### config.mk
export PLATFORM = sky130hd
export DESIGN_NAME = zero_overhead_loop
export DESIGN_NICKNAME = d
export VERILOG_FILES = /design/src/rtl/zol_pkg.sv /design/src/rtl/zol_bounds.sv /design/src/rtl/zol_iter.sv /design/src/rtl/zol_next.sv /design/src/rtl/zero_overhead_loop.sv
export SDC_FILE = /design/constraint.sdc
export NUM_CORES = 1
export LEC_CHECK = 0
export BUFFER_PORTS_ARGS = -buffer_cell sky130_fd_sc_hd__buf_2
export CORE_MARGIN = 10
export CORE_UTILIZATION = 62
export DETAILED_ROUTE_END_ITERATION = 8
export HOLD_SLACK_MARGIN = 0.08
export PLACE_DENSITY = 0.86
export RECOVER_POWER = 50
export REMOVE_ABC_BUFFERS = 1
export SLEW_MARGIN = 30
export SYNTH_ARGS = -nofsm -noshare
export SYNTH_HDL_FRONTEND = slang
export SYNTH_HIERARCHICAL = 1
export SYNTH_SLANG_ARGS = --single-unit
### constraint.sdc
create_clock -name clk -period 7 [get_ports clk]
set_input_delay 0.35 -clock clk [delete_from_list [all_inputs] [get_ports clk]]
set_output_delay 0.35 -clock clk [all_outputs]
set_load 0.01 [all_outputs]
### src/rtl/zol_pkg.sv
package zol_pkg;
  // Source of the next fetch address
  typedef enum logic [1:0] {
    NXT_HOLD  = 2'd0,
    NXT_SEQ   = 2'd1,
    NXT_START = 2'd2,
    NXT_EXIT  = 2'd3
  } nxt_sel_e;
endpackage

### src/rtl/zol_bounds.sv
module zol_bounds #(
  parameter int ADDR_W = 16
) (
  input  logic              clk,
  input  logic              rst,
  input  logic              load,
  input  logic [ADDR_W-1:0] first_in,
  input  logic [ADDR_W-1:0] last_in,
  output logic [ADDR_W-1:0] first_q,
  output logic [ADDR_W-1:0] last_q
);
  always_ff @(posedge clk) begin
    if (rst) begin
      first_q <= '0;
      last_q  <= '0;
    end else if (load) begin
      first_q <= first_in;
      last_q  <= last_in;
    end
  end
endmodule

### src/rtl/zol_iter.sv
module zol_iter #(
  parameter int CNT_W = 8
) (
  input  logic             clk,
  input  logic             rst,
  input  logic             load,
  input  logic [CNT_W-1:0] load_val,
  input  logic             dec,
  output logic [CNT_W-1:0] left_q,
  output logic             final_pass
);
  localparam logic [CNT_W-1:0] ONE = CNT_W'(1);

  always_ff @(posedge clk) begin
    if (rst)       left_q <= '0;
    else if (load) left_q <= load_val;
    else if (dec)  left_q <= left_q - ONE;
  end

  assign final_pass = (left_q == ONE);
endmodule

### src/rtl/zol_next.sv
module zol_next
  import zol_pkg::*;
#(
  parameter int ADDR_W = 16
) (
  input  nxt_sel_e          sel,
  input  logic [ADDR_W-1:0] cur,
  input  logic [ADDR_W-1:0] first_src,
  input  logic [ADDR_W-1:0] last_src,
  output logic [ADDR_W-1:0] nxt
);
  localparam logic [ADDR_W-1:0] ONE = ADDR_W'(1);

  always_comb begin
    unique case (sel)
      NXT_SEQ:   nxt = cur + ONE;
      NXT_START: nxt = first_src;
      NXT_EXIT:  nxt = last_src + ONE;
      default:   nxt = cur;
    endcase
  end
endmodule

### src/rtl/zero_overhead_loop.sv
module zero_overhead_loop
  import zol_pkg::*;
#(
  parameter int          ADDR_W     = 16,
  parameter int          CNT_W      = 8,
  parameter int unsigned RESET_ADDR = 0
) (
  input  logic              clk,
  input  logic              rst,
  input  logic              step,
  input  logic              setup_valid,
  input  logic [ADDR_W-1:0] setup_start,
  input  logic [ADDR_W-1:0] setup_end,
  input  logic [CNT_W-1:0]  setup_count,
  output logic [ADDR_W-1:0] fetch_addr,
  output logic              loop_active
);
  localparam logic [ADDR_W-1:0] RST_PC = ADDR_W'(RESET_ADDR);

  logic [ADDR_W-1:0] fetch_q, start_q, end_q, nxt_addr;
  logic [ADDR_W-1:0] first_src, last_src;
  logic [CNT_W-1:0]  left_q;
  logic              active_q, final_pass;
  logic              accept, at_end, pass_done;
  nxt_sel_e          sel;

  // A setup is taken only when no loop runs
  assign accept    = setup_valid && !active_q;
  assign at_end    = active_q && (fetch_q == end_q);
  assign pass_done = at_end && step && !accept;

  assign first_src = accept ? setup_start : start_q;
  assign last_src  = accept ? setup_end   : end_q;

  always_comb begin
    if (accept)
      sel = (setup_count == '0) ? NXT_EXIT : NXT_START;
    else if (!step)
      sel = NXT_HOLD;
    else if (at_end)
      sel = final_pass ? NXT_EXIT : NXT_START;
    else
      sel = NXT_SEQ;
  end

  zol_bounds #(.ADDR_W(ADDR_W)) u_bounds (
    .clk      (clk),
    .rst      (rst),
    .load     (accept),
    .first_in (setup_start),
    .last_in  (setup_end),
    .first_q  (start_q),
    .last_q   (end_q)
  );

  zol_iter #(.CNT_W(CNT_W)) u_iter (
    .clk        (clk),
    .rst        (rst),
    .load       (accept),
    .load_val   (setup_count),
    .dec        (pass_done),
    .left_q     (left_q),
    .final_pass (final_pass)
  );

  zol_next #(.ADDR_W(ADDR_W)) u_next (
    .sel       (sel),
    .cur       (fetch_q),
    .first_src (first_src),
    .last_src  (last_src),
    .nxt       (nxt_addr)
  );

  always_ff @(posedge clk) begin
    if (rst) begin
      fetch_q  <= RST_PC;
      active_q <= 1'b0;
    end else begin
      fetch_q <= nxt_addr;
      if (accept)
        active_q <= (setup_count != '0);
      else if (pass_done && final_pass)
        active_q <= 1'b0;
    end
  end

  assign fetch_addr  = fetch_q;
  assign loop_active = active_q;
endmodule

==> results.yml <==
cells_and_area:
  fill_cells: 493
  regArea_mm2: 0.00114
  drive_above_1_share_pct: 16.1
  syn_to_final_growth_pct: 9.77
  final_nets: 534
  multiInputGateArea_mm2: 0.00247
  diodes: 0
  instances_no_fill: 567
setup_path:
  cp.required_ns: 7.28
  crit_fanout: 37
  path_class: "reg -> reg"
  worst_setup_path_start_kind: "register"
  arrival_ns: 5.15
  worst_setup_path_end_kind: "register"
clock_network:
  cts_buffer_depth: 2
  hold_buffers: 0
  htree_levels: 3
  post_cts_buffers: 0
  cts_tree: "built"
  cts_root_buf: "clkbuf_8"
  clock_sinks: 57
  clk_latency_ns: 0.34
  cts_resized: 0
  clkTransAtPathRegs_ns: 0.06
  cts_buffers: 9
sta:
  fmax_ghz: 0.205
  finalSetupViolCount: 0
  whs_ns: 0.257
  period_share_pct: 69.6
  skew_ns: 0.00523
  finalSetupTns_ns: 0
  slew_headroom_pct: -25.6
  period_minus_slack_ns: 4.87
  rsz0062_at_grt: "no"
  hold_viol: 0
  drv_slew: 33
  worst_pin_slew_ns: 1.88
power_and_ir_drop:
  power_density_mw_per_mm2: 195
  leakage_nw: 1.71
  ir_drop_v: 0.000128
routing:
  drc_errors: 0
  detail_route.wl_per_cell_um: 16.7
  vias_per_cell: 5.94
  antenna_left: 0
  first_pass_iters: 4
  drt_wl_total_mm: 9.46
  drt_iter0_drc: 185
  num_vias: 3366
global_route:
  antenna_found_initial: 0
  grt_pass1_vias: 3340
  grt_max_degree: 60
  grt_pass1_wl_mm: 15.8
  grt_usage_pct: 19.0
  overflow: 0
logic_synthesis:
  synth.distinct_cells: 68
  syn_inst: 439
  ys_ff_latch: 57
  synth_top_cell_area_share_pct: 29.5
  synth-main-ff-cell: "dfxtp_1"
  synthTopCellsByArea: "dfxtp_1 30%, mux2i_1 11%, mux2_1 9.3%"
  synth_common_cells: "57 x dfxtp_1, 49 x nor2_1, 43 x mux2i_1"
  synth_edf_count: 0
  yosys_warnings: 6
  synthArstFlopShare_pct: 0
  synth_most_common_cell: "dfxtp_1"
  synth_top_cell_by_area: "dfxtp_1"
  syn_area_per_cell_um2: 8.81
  netlist_area_mm2: 0.00387
  yosysSeqAreaShare_pct: 29.5
placement:
  port_buffers: 60
  dp_hpwl_mm: 6.77
  dpl.cell_count: 551
  gp_congestion: 0.902
die:
  ioPinCount: 61
  die_h_um: 99.0
  rows: 28
  start_util_pct: 64.5
  dieArea_mm2: 0.00979
  core_mm2: 0.00599
  die_w_um: 99.0
run_status:
  status: "finished with violations"
  failed_checks: "max-capacitance violations, max-slew violations"
run:
  maxCapViolCount: 1
worst_hold_path:
  worstHoldPathType: "in -> reg"
critical path: stages (launching register included):
cell and delay [ns]:
dfxtp_1 0.34, nor2b_1 0.53, clkbuf_1 1.41, buf_4 0.65, mux2_1 0.41, and4_1 0.20, a31oi_1 0.23, or2_4 0.21
a211o_1 0.16, mux2_4 0.31, a211oi_2 0.18, nor2b_1 0.14
metrics by stage:
step,cell area [µm²],setup WS (ns),utilization (%),power (W)
CTS,4280,2.89,71.4,0.000833
finish,4240,2.13,70.8,0.000828
global route,4240,1.76,70.8,0.000871
detailed placement,4130,2.91,68.9,0.000579
global placement,4130,3.04,68.9,0.000573
floorplan,3680,-0.783,-,0.000518
power breakdown:
group,internal (W),switching (W)
sequential,0.000347,0.0000251
combinational,0.0000895,0.000110
clock,0.000126,0.000130
total,0.000563,0.000265
metal layers:
layer / vias up / part of all wire, % / track usage (%)
met1: 1577 / 45 / 24.1
met5: - / 0 / 0
met3: 20 / 7.1 / 5.03
li1: 1668 / - / -
met2: 101 / 46 / 29.8
met4: 0 / 2.0 / 7.72
layout by cell type, fill, tap and decap left out, drive strengths merged, types with 3 or more instances in the layout:
| cell | Yosys | routed |
|---|---|---|
| dfxtp | 57 | 57 |
| nor2 | 49 | 49 |
| buf | 18 | 47 |
| mux2i | 43 | 43 |
| mux2 | 35 | 35 |
| nand2 | 30 | 30 |
| clkbuf | 10 | 30 |
| nor2b | 25 | 25 |
| xnor2 | 19 | 19 |
| a21oi | 18 | 18 |
| inv | 18 | 18 |
| o21ai | 14 | 14 |
| nand3 | 10 | 10 |
| nand4 | 9 | 9 |
| a31oi | 8 | 8 |
| xor2 | 7 | 7 |
| a211oi | 6 | 6 |
| clkinv | 0 | 4 |
| nor3 | 4 | 4 |
| nor4 | 4 | 4 |
| or4 | 4 | 4 |
| a311oi | 3 | 3 |
| o221ai | 3 | 3 |
| ha | 3 | 3 |
| and4 | 3 | 3 |
| and2 | 3 | 3 |
| a21boi | 3 | 3 |
path summary, 6_finish.rpt:
path	startpoint	to	slack, ns	cells past startpoint
max reg2reg	loop_active	fetch_addr[12]	2.13	11
min reg2reg	u_bounds/first_q[15]	u_bounds/first_q[15]	0.49	2
min	setup_start[1]	u_bounds/first_q[1]	0.26	3
max	loop_active	fetch_addr[12]	2.13	11
flip-flops by register name, indices dropped and copies added (netlist names):
| register | flops |
|---|---|
| u_bounds/last_q | 16 |
| u_iter/left_q | 8 |
| loop_active | 1 |
| u_bounds/first_q | 16 |
| fetch_addr | 16 |
logic make-up after synthesis:
group                    synth area share [%]
AO/OA/AOI/OAI                            13.0
XOR/XNOR                                 5.89
adder cells (fa/ha/maj)                 0.971
buffers and inverters                    6.57
flip-flops                               29.5
multiplexers                             22.7
AND/OR/NAND/NOR                          21.3
cell type report:
type | count | area share (%)
multi-input cells | 336 | 58.3
flip-flops and latches | 57 | 26.9
repair buffers | 65 | 7.37
clock buffers | 12 | 3.18
well taps | 75 | 2.21
inverters | 18 | 1.59
clock inverters | 4 | 0.472
Power figures use the tool's default switching activity.
